<file path="config.mk">
export PLATFORM = sky130hd
export DESIGN_NAME = pci_pwr_state_ctrl
export DESIGN_NICKNAME = d
export VERILOG_FILES = /design/src/rtl/pps_pkg.sv /design/src/rtl/pps_state.sv /design/src/rtl/pps_ctx.sv /design/src/rtl/pps_rdmux.sv /design/src/rtl/pci_pwr_state_ctrl.sv
export SDC_FILE = /design/constraint.sdc
export NUM_CORES = 1
export LEC_CHECK = 0
export ABC_AREA = 1
export CAP_MARGIN = 5
export CORE_ASPECT_RATIO = 1.25
export CORE_MARGIN = 2
export CORE_UTILIZATION = 60
export DETAILED_ROUTE_END_ITERATION = 8
export PLACE_DENSITY = 0.85
export SLEW_MARGIN = 0
export SYNTH_ARGS = -nofsm -noshare
export SYNTH_HDL_FRONTEND = slang
export SYNTH_SLANG_ARGS = --single-unit
</file>
<file path="constraint.sdc">
create_clock -name clk -period 3.2 [get_ports clk]
set_input_delay 0.32 -clock clk [delete_from_list [all_inputs] [get_ports clk]]
set_output_delay 0.32 -clock clk [all_outputs]
set_load 0.01 [all_outputs]
</file>
<file path="src/rtl/pps_pkg.sv">
package pps_pkg;
    localparam logic [1:0] PS_D0   = 2'b00;
    localparam logic [1:0] PS_D3   = 2'b11;
    localparam logic [7:0] MSI_CID = 8'h05;
    localparam logic [7:0] CAP_NXT = 8'h00;

    typedef struct packed {
        logic [1:0] ps;
        logic       srst;
    } pps_state_t;
endpackage

</file>
<file path="src/rtl/pps_state.sv">
module pps_state
    import pps_pkg::*;
#(
    parameter int              ADDR_W    = 8,
    parameter logic [ADDR_W-1:0] PMCS_ADDR = 8'hCC
) (
    input  logic              clk,
    input  logic              rst_n,
    input  logic              wr_en,
    input  logic [ADDR_W-1:0] addr,
    input  logic [1:0]        wr_ps,
    input  logic              be0,
    input  logic              strap,
    output logic [1:0]        ps,
    output logic              srst
);
    pps_state_t st_d, st_q;
    logic       hit;
    logic       legal;

    assign hit   = wr_en && (addr == PMCS_ADDR) && be0;
    assign legal = (wr_ps == PS_D0) || (wr_ps == PS_D3);

    always_comb begin
        st_d      = st_q;
        st_d.srst = 1'b0;
        if (st_q.srst) begin
            st_d.ps = PS_D0;
        end
        if (hit && legal) begin
            st_d.ps = wr_ps;
            if ((st_q.ps == PS_D3) && (wr_ps == PS_D0) && !strap) begin
                st_d.srst = 1'b1;
            end
        end
    end

    always_ff @(posedge clk or negedge rst_n) begin
        if (!rst_n) begin
            st_q <= '{ps: PS_D0, srst: 1'b0};
        end else begin
            st_q <= st_d;
        end
    end

    assign ps   = st_q.ps;
    assign srst = st_q.srst;
endmodule

</file>
<file path="src/rtl/pps_ctx.sv">
module pps_ctx #(
    parameter int                ADDR_W    = 8,
    parameter logic [ADDR_W-1:0] CTX_BASE  = 8'h10,
    parameter int                CTX_WORDS = 4
) (
    input  logic                    clk,
    input  logic                    rst_n,
    input  logic                    clr,
    input  logic                    wr_en,
    input  logic [ADDR_W-1:0]       addr,
    input  logic [31:0]             wdata,
    input  logic [3:0]              be,
    output logic [CTX_WORDS*32-1:0] ctx_flat
);
    localparam int AW2 = ADDR_W - 2;

    for (genvar g = 0; g < CTX_WORDS; g++) begin : g_word
        localparam logic [AW2-1:0] WIDX = AW2'(CTX_BASE >> 2) + AW2'(g);
        logic [31:0] word_d, word_q;

        always_comb begin
            word_d = word_q;
            if (clr) begin
                word_d = '0;
            end else if (wr_en && (addr == {WIDX, 2'b00})) begin
                for (int b = 0; b < 4; b++) begin
                    if (be[b]) begin
                        word_d[8*b +: 8] = wdata[8*b +: 8];
                    end
                end
            end
        end

        always_ff @(posedge clk or negedge rst_n) begin
            if (!rst_n) begin
                word_q <= '0;
            end else begin
                word_q <= word_d;
            end
        end

        assign ctx_flat[32*g +: 32] = word_q;
    end
endmodule

</file>
<file path="src/rtl/pps_rdmux.sv">
module pps_rdmux
    import pps_pkg::*;
#(
    parameter int                ADDR_W    = 8,
    parameter logic [ADDR_W-1:0] PMCS_ADDR = 8'hCC,
    parameter logic [ADDR_W-1:0] CAP_ADDR  = 8'hD0,
    parameter logic [ADDR_W-1:0] CTX_BASE  = 8'h10,
    parameter int                CTX_WORDS = 4
) (
    input  logic [ADDR_W-1:0]       addr,
    input  logic [1:0]              ps,
    input  logic                    strap,
    input  logic [CTX_WORDS*32-1:0] ctx_flat,
    output logic [31:0]             rdata
);
    localparam int AW2 = ADDR_W - 2;

    always_comb begin
        rdata = '0;
        if (addr == PMCS_ADDR) begin
            rdata = {28'd0, strap, 1'b0, ps};
        end else if (addr == CAP_ADDR) begin
            rdata = {16'd0, CAP_NXT, MSI_CID};
        end else begin
            for (int i = 0; i < CTX_WORDS; i++) begin
                if (addr == {AW2'(CTX_BASE >> 2) + AW2'(i), 2'b00}) begin
                    rdata = ctx_flat[32*i +: 32];
                end
            end
        end
    end
endmodule

</file>
<file path="src/rtl/pci_pwr_state_ctrl.sv">
module pci_pwr_state_ctrl
    import pps_pkg::*;
#(
    parameter int                ADDR_W    = 8,
    parameter logic [ADDR_W-1:0] PMCS_ADDR = 8'hCC,
    parameter logic [ADDR_W-1:0] CAP_ADDR  = 8'hD0,
    parameter logic [ADDR_W-1:0] CTX_BASE  = 8'h10,
    parameter int                CTX_WORDS = 4
) (
    input  logic              clk,
    input  logic              rst_n,
    input  logic              cfg_wr,
    input  logic [ADDR_W-1:0] cfg_addr,
    input  logic [31:0]       cfg_wdata,
    input  logic [3:0]        cfg_be,
    output logic [31:0]       cfg_rdata,
    input  logic              nsr_strap,
    output logic              mem_en,
    output logic              io_en,
    output logic              irq_en,
    output logic              soft_rst
);
    logic [1:0]              ps;
    logic [CTX_WORDS*32-1:0] ctx_flat;
    logic [31:0]             ctx0;
    logic                    in_d0;

    pps_state #(.ADDR_W(ADDR_W), .PMCS_ADDR(PMCS_ADDR)) u_state (
        .clk   (clk),
        .rst_n (rst_n),
        .wr_en (cfg_wr),
        .addr  (cfg_addr),
        .wr_ps (cfg_wdata[1:0]),
        .be0   (cfg_be[0]),
        .strap (nsr_strap),
        .ps    (ps),
        .srst  (soft_rst)
    );

    pps_ctx #(.ADDR_W(ADDR_W), .CTX_BASE(CTX_BASE), .CTX_WORDS(CTX_WORDS)) u_ctx (
        .clk      (clk),
        .rst_n    (rst_n),
        .clr      (soft_rst),
        .wr_en    (cfg_wr),
        .addr     (cfg_addr),
        .wdata    (cfg_wdata),
        .be       (cfg_be),
        .ctx_flat (ctx_flat)
    );

    pps_rdmux #(
        .ADDR_W(ADDR_W), .PMCS_ADDR(PMCS_ADDR), .CAP_ADDR(CAP_ADDR),
        .CTX_BASE(CTX_BASE), .CTX_WORDS(CTX_WORDS)
    ) u_rd (
        .addr     (cfg_addr),
        .ps       (ps),
        .strap    (nsr_strap),
        .ctx_flat (ctx_flat),
        .rdata    (cfg_rdata)
    );

    assign ctx0   = ctx_flat[31:0];
    assign in_d0  = (ps == PS_D0);
    assign io_en  = in_d0 & ctx0[0];
    assign mem_en = in_d0 & ctx0[1];
    assign irq_en = in_d0 & ~ctx0[10];
endmodule

</file>
# Word level (Yosys, flattened, before mapping)
# Cells that the tools add are included.
# op_classes
bitwise	4
n_reduce_logical	38
muxes	21
eq_ne	8
# op_table
op	n
two-way mux 32 bit	14
equality test 8 x 5 -> 1 bit (second input constant)	4
two-way mux 8 bit	4
AND reduction 2 bit	16
nonzero test 2 bit	9
equality test 8 bit (second input constant)	2
logical AND 1 bit	9
equality test 2 bit (second input constant)	2
zero test 2 bit	2
AND 1 bit	3
two-way mux 3 bit	1
two-way mux 2 bit	1
zero test 1 bit	1
logical OR 1 bit	1
two-way mux 1 bit	1
inverter 1 bit	1
# totals
wordCells	89
reg_bits	131

# Longest topological paths before layout
# depth
depth_word	7
ltp_mapped	9

# Modules after synthesis
# A second synthesis with hierarchy kept.
# unflattened
cells_unflattened	1053
hier_area_um2	7576.0
# modules_own_cells
module	instances	cells_each	area_per_inst_um2
pps_ctx	1	656	5637.9
pps_rdmux	1	361	1699.1
pps_state	1	28	206.4
pci_pwr_state_ctrl	1	8	32.5

# Worst setup path after synthesis
# No wires, ideal clock.
# synth_path
kind	in2out
startpoint	in cfg_addr[1]
endpoint	out cfg_rdata[20]
path_buffers	2
setup_slack_ps	1499
cell_stages	7
required_time_ps	2880
arrival_ps	1381
cell_sequence	nor2_1 > nand2_1 > nor2_1 > buf_2 > clkbuf_1 > o21ai_0 > a21oi_1
# synth_between
elab_chain_len	7
word_cells_on_any_way	12
classes_between	eq/ne (6); mux (6)
# synth_lines
element	line_no	text
from (decl)	pci_pwr_state_ctrl.sv:13	input logic [ADDR_W-1:0] cfg_addr,
equality test 8 x 5 -> 1 bit	pps_rdmux.sv:26	if (addr == {AW2'(CTX_BASE >> 2) + AW2'(i), 2'b00}) begin
two-way mux 32 bit (4 in series)	pps_rdmux.sv:26	
two-way mux 32 bit	pps_rdmux.sv:22	end else if (addr == CAP_ADDR) begin
two-way mux 32 bit *	pps_rdmux.sv:20	if (addr == PMCS_ADDR) begin
to (decl)	pci_pwr_state_ctrl.sv:16	output logic [31:0] cfg_rdata,
# Every way passes the cells marked *; elsewhere a longest branch is shown, timed or not.

# Final worst setup path
# layout_path
startpoint	in cfg_addr[4]
endpoint	out cfg_rdata[5]
# The elaborated chain is that of the path after synthesis.

==> results.md <==
* Site Rows at 43
* Cell count along the critical path at 9
* Fin crit period at 2.82 ns
* CP Capture Type: output port
* Startpoint Class: input pin
* Lkg Pwr at 4.36 nW
* ANT cells at 0
* Max-Cap Viols at 0
* Vias per inst at 5.67
* Footprint of the multi-input gates at 0.00291 mm2
* Buffers and inverters on the worst path at 4
* Syn_nets at 986
* R2R Path End: u_ctx.g_word[1].word_q[1]
* Critical Path End: cfg_rdata[5]
* CP delay by family, top: buffers and inverters
* Final hold slack at 0.456 ns
* Synth cell types at 20
* Initial Util at 0.610
* Clock latency on the worst-skew pair at 0.42 ns
* Area of the mapped netlist at 0.00669 mm2
* Post-route antenna net violation count at 0
* R2R depth at 5
* First-pass GRT wire length at 30.9 mm
* Most common cell after layout, fill and taps aside: nand2_1
* Largest stage delay, worst path at 0.54 ns
* Reg area at 0.00328 mm2
* Hold-fix buffers at CTS at 1
* CP arrival at 2.50 ns
* Cells after DPL at 1,130
* Initial antenna violation count at 0
* Yosys Warn Count at 0
* Overall power at 4.11 mW
* Area contributors post-synth: dfrtp_1 49%, nand2_1 20%, nand3_1 13%
* Drt pass-1 iters at 5
* Largest net degree at the start of global routing at 56
* Slew @ Worst Pin at 0.676 ns
* CTS resizes at 0
* Met1 usage at 0.434
* Clk root buf: clkbuf_16
* Core area at 0.0110 mm2
* Number of H-tree levels at 4
* Synth area leader: dfrtp_1
* Number of flops mapped to enable cells by yosys at 0
* Crit-path cells: clkdlybuf4s50_1, nand2_1, nor2_2, buf_4, nand3_1, nand2_1, inv_1, a21oi_1, clkdlybuf4s50_1
* Rel. slew slack at 0.549
* Most frequent cells in the layout: 357 x nand2_1, 176 x nand3_1, 131 x dfrtp_1, 82 x clkdlybuf4s50_1, 74 x nor2_1
* CTS Buf Count at 17
* Number of global-route vias before repair at 6,373
* Top_reg_cell synth: dfrtp_1
* Mapped Cells at 937
* FMAX at 355 MHz
* Clock skew at 0.0123 ns
* DIE WIDTH at 98.5 um
* Ys async rst share at 1.00
* Post-synth top area share at 0.490
* Post-Route WL at 18.9 mm
* RR Startpoint: u_state.srst
* P per Cell Area at 496 mW/mm2
* Drc violations at 0
* Worst VDD drop at 0.307 mV
* Worst EP required at 2.88 ns
* IO Port Bufs at 83
* Layout fillers at 806
* GRT met2 Usage at 0.542
* Max Slew Vio Count at 0
* Maximum root-to-sink buffer count at 2
* Avg WL per Cell at 16.3 um
* Crit-path max FO at 32
* Status: finished, final reports clean
* Global Route Usage Sum at 0.326
* GR Util met3 at 0.0557
* Die Y at 122 um
* Period Utilization, post-route at 0.881
* #FFs+latches synth at 131
* TNS Setup at 0 ns
* Worst Slack Setup Final at 0.380 ns
* Critical path class: in2out
* Final RePlAce weighted congestion at 0.810
* Unrepaired setup endpoints after global routing: false
* Final Hold Viols at 0
* CP startpoint: cfg_addr[4]
* Clock sink count at 131
* Reg clk slew, reported paths at 0.06 ns
* Layout Nets at 1,064
* CTS tree: done
* Share of layout cells above drive strength 1 at 0.0624
* CP max stage cell: clkdlybuf4s50_1
* Post-place setup slack at 0.490 ns
* Post-synthesis sequential area ratio at 0.490
* Finished Layout Cells at 1,160
* Drt initial violations at 590
* Gr busiest metal: met2
* Reg2reg setup slack at 0.88 ns
* Die ar. at 0.0120 mm2
* Final-report setup violation count at 0
* Hpwl dp at 11.6 mm
* Area Overhead vs Synth at 23.8%
* Total grt overflow at 0
* Postcts setup bufs at 0
* Num ports at 84
* Total vias in the final route at 6,579
* Average cell area after synthesis at 7.14 um2
* Hold Crit Class: in2async
## cells in the mapped netlist, types with 3 or more instances
cell type and n:
buf_2 20, nor2_1 76, or2_2 6, nand2_1 357, inv_1 73, o21ai_1 6
dfrtp_1 131, nand3_1 176, buf_4 6, clkbuf_1 20, o21ai_0 25, a21oi_1 27
buf_1 4, nor3_1 3
## stage by stage
stage          instance area [um2]   util
2_1_floorplan                 6690      -
4_1_cts                       8290  0.755
3_5_place_dp                  7690  0.700
6_report                      8290  0.755
5_1_grt                       8290  0.755
3_3_place_gp                  7690  0.700
## cell type report
| cell class | instances | share of cell area |
|---|---|---|
| clock buffer | 24 | 0.0593 |
| inverter | 74 | 0.0335 |
| clock inverter | 5 | 0.0121 |
| tap | 135 | 0.0204 |
| sequential | 131 | 0.396 |
| multi-input combinational | 682 | 0.351 |
| timing repair buffer | 109 | 0.128 |
## metal layers
| layer | vias up | wire length (um) |
|---|---|---|
| li1 | 3116 | - |
| met1 | 3025 | 7340 |
| met2 | 385 | 9260 |
| met3 | 53 | 1830 |
| met4 | 0 | 458 |
| met5 | - | 0 |
## report_power, final
part           switching [mW]  total, mW  internal (mW)
Combinational           0.190      0.312          0.121
Clock                   0.689       1.98           1.29
Sequential             0.0576       1.81           1.76
Total                   0.937       4.11           3.17
## kinds of logic after synthesis
| group | count (synthesis) | share of synthesized area |
|---|---|---|
| DFF | 131 | 0.490 |
| adders and majority gates | 1 | 0.00187 |
| buffers and inverters | 124 | 0.0766 |
| and+or+nand+nor | 622 | 0.386 |
| AOI/OAI and AO/OA | 59 | 0.0458 |
## flip-flops by register name, indices dropped and copies added, names as in the netlist
register / flops
u_ctx.g_word.word_q: 128
u_state.ps: 2
u_state.srst: 1
## worst min-delay path by stage
stage                                           from                          to  slack, ns  cells after the start
after global routing      u_ctx.g_word[2].word_q[17]  u_ctx.g_word[2].word_q[17]       0.48                      2
after detailed placement                       rst_n  u_ctx.g_word[2].word_q[13]       0.36                      1
after CTS                                      rst_n  u_ctx.g_word[2].word_q[13]       0.46                      2
after floorplan                                rst_n   u_ctx.g_word[0].word_q[0]       0.02                      0
final                                          rst_n  u_ctx.g_word[2].word_q[13]       0.46                      2
after global placement                         rst_n  u_ctx.g_word[3].word_q[13]       0.36                      1
(Power assumes the default switching activity.)
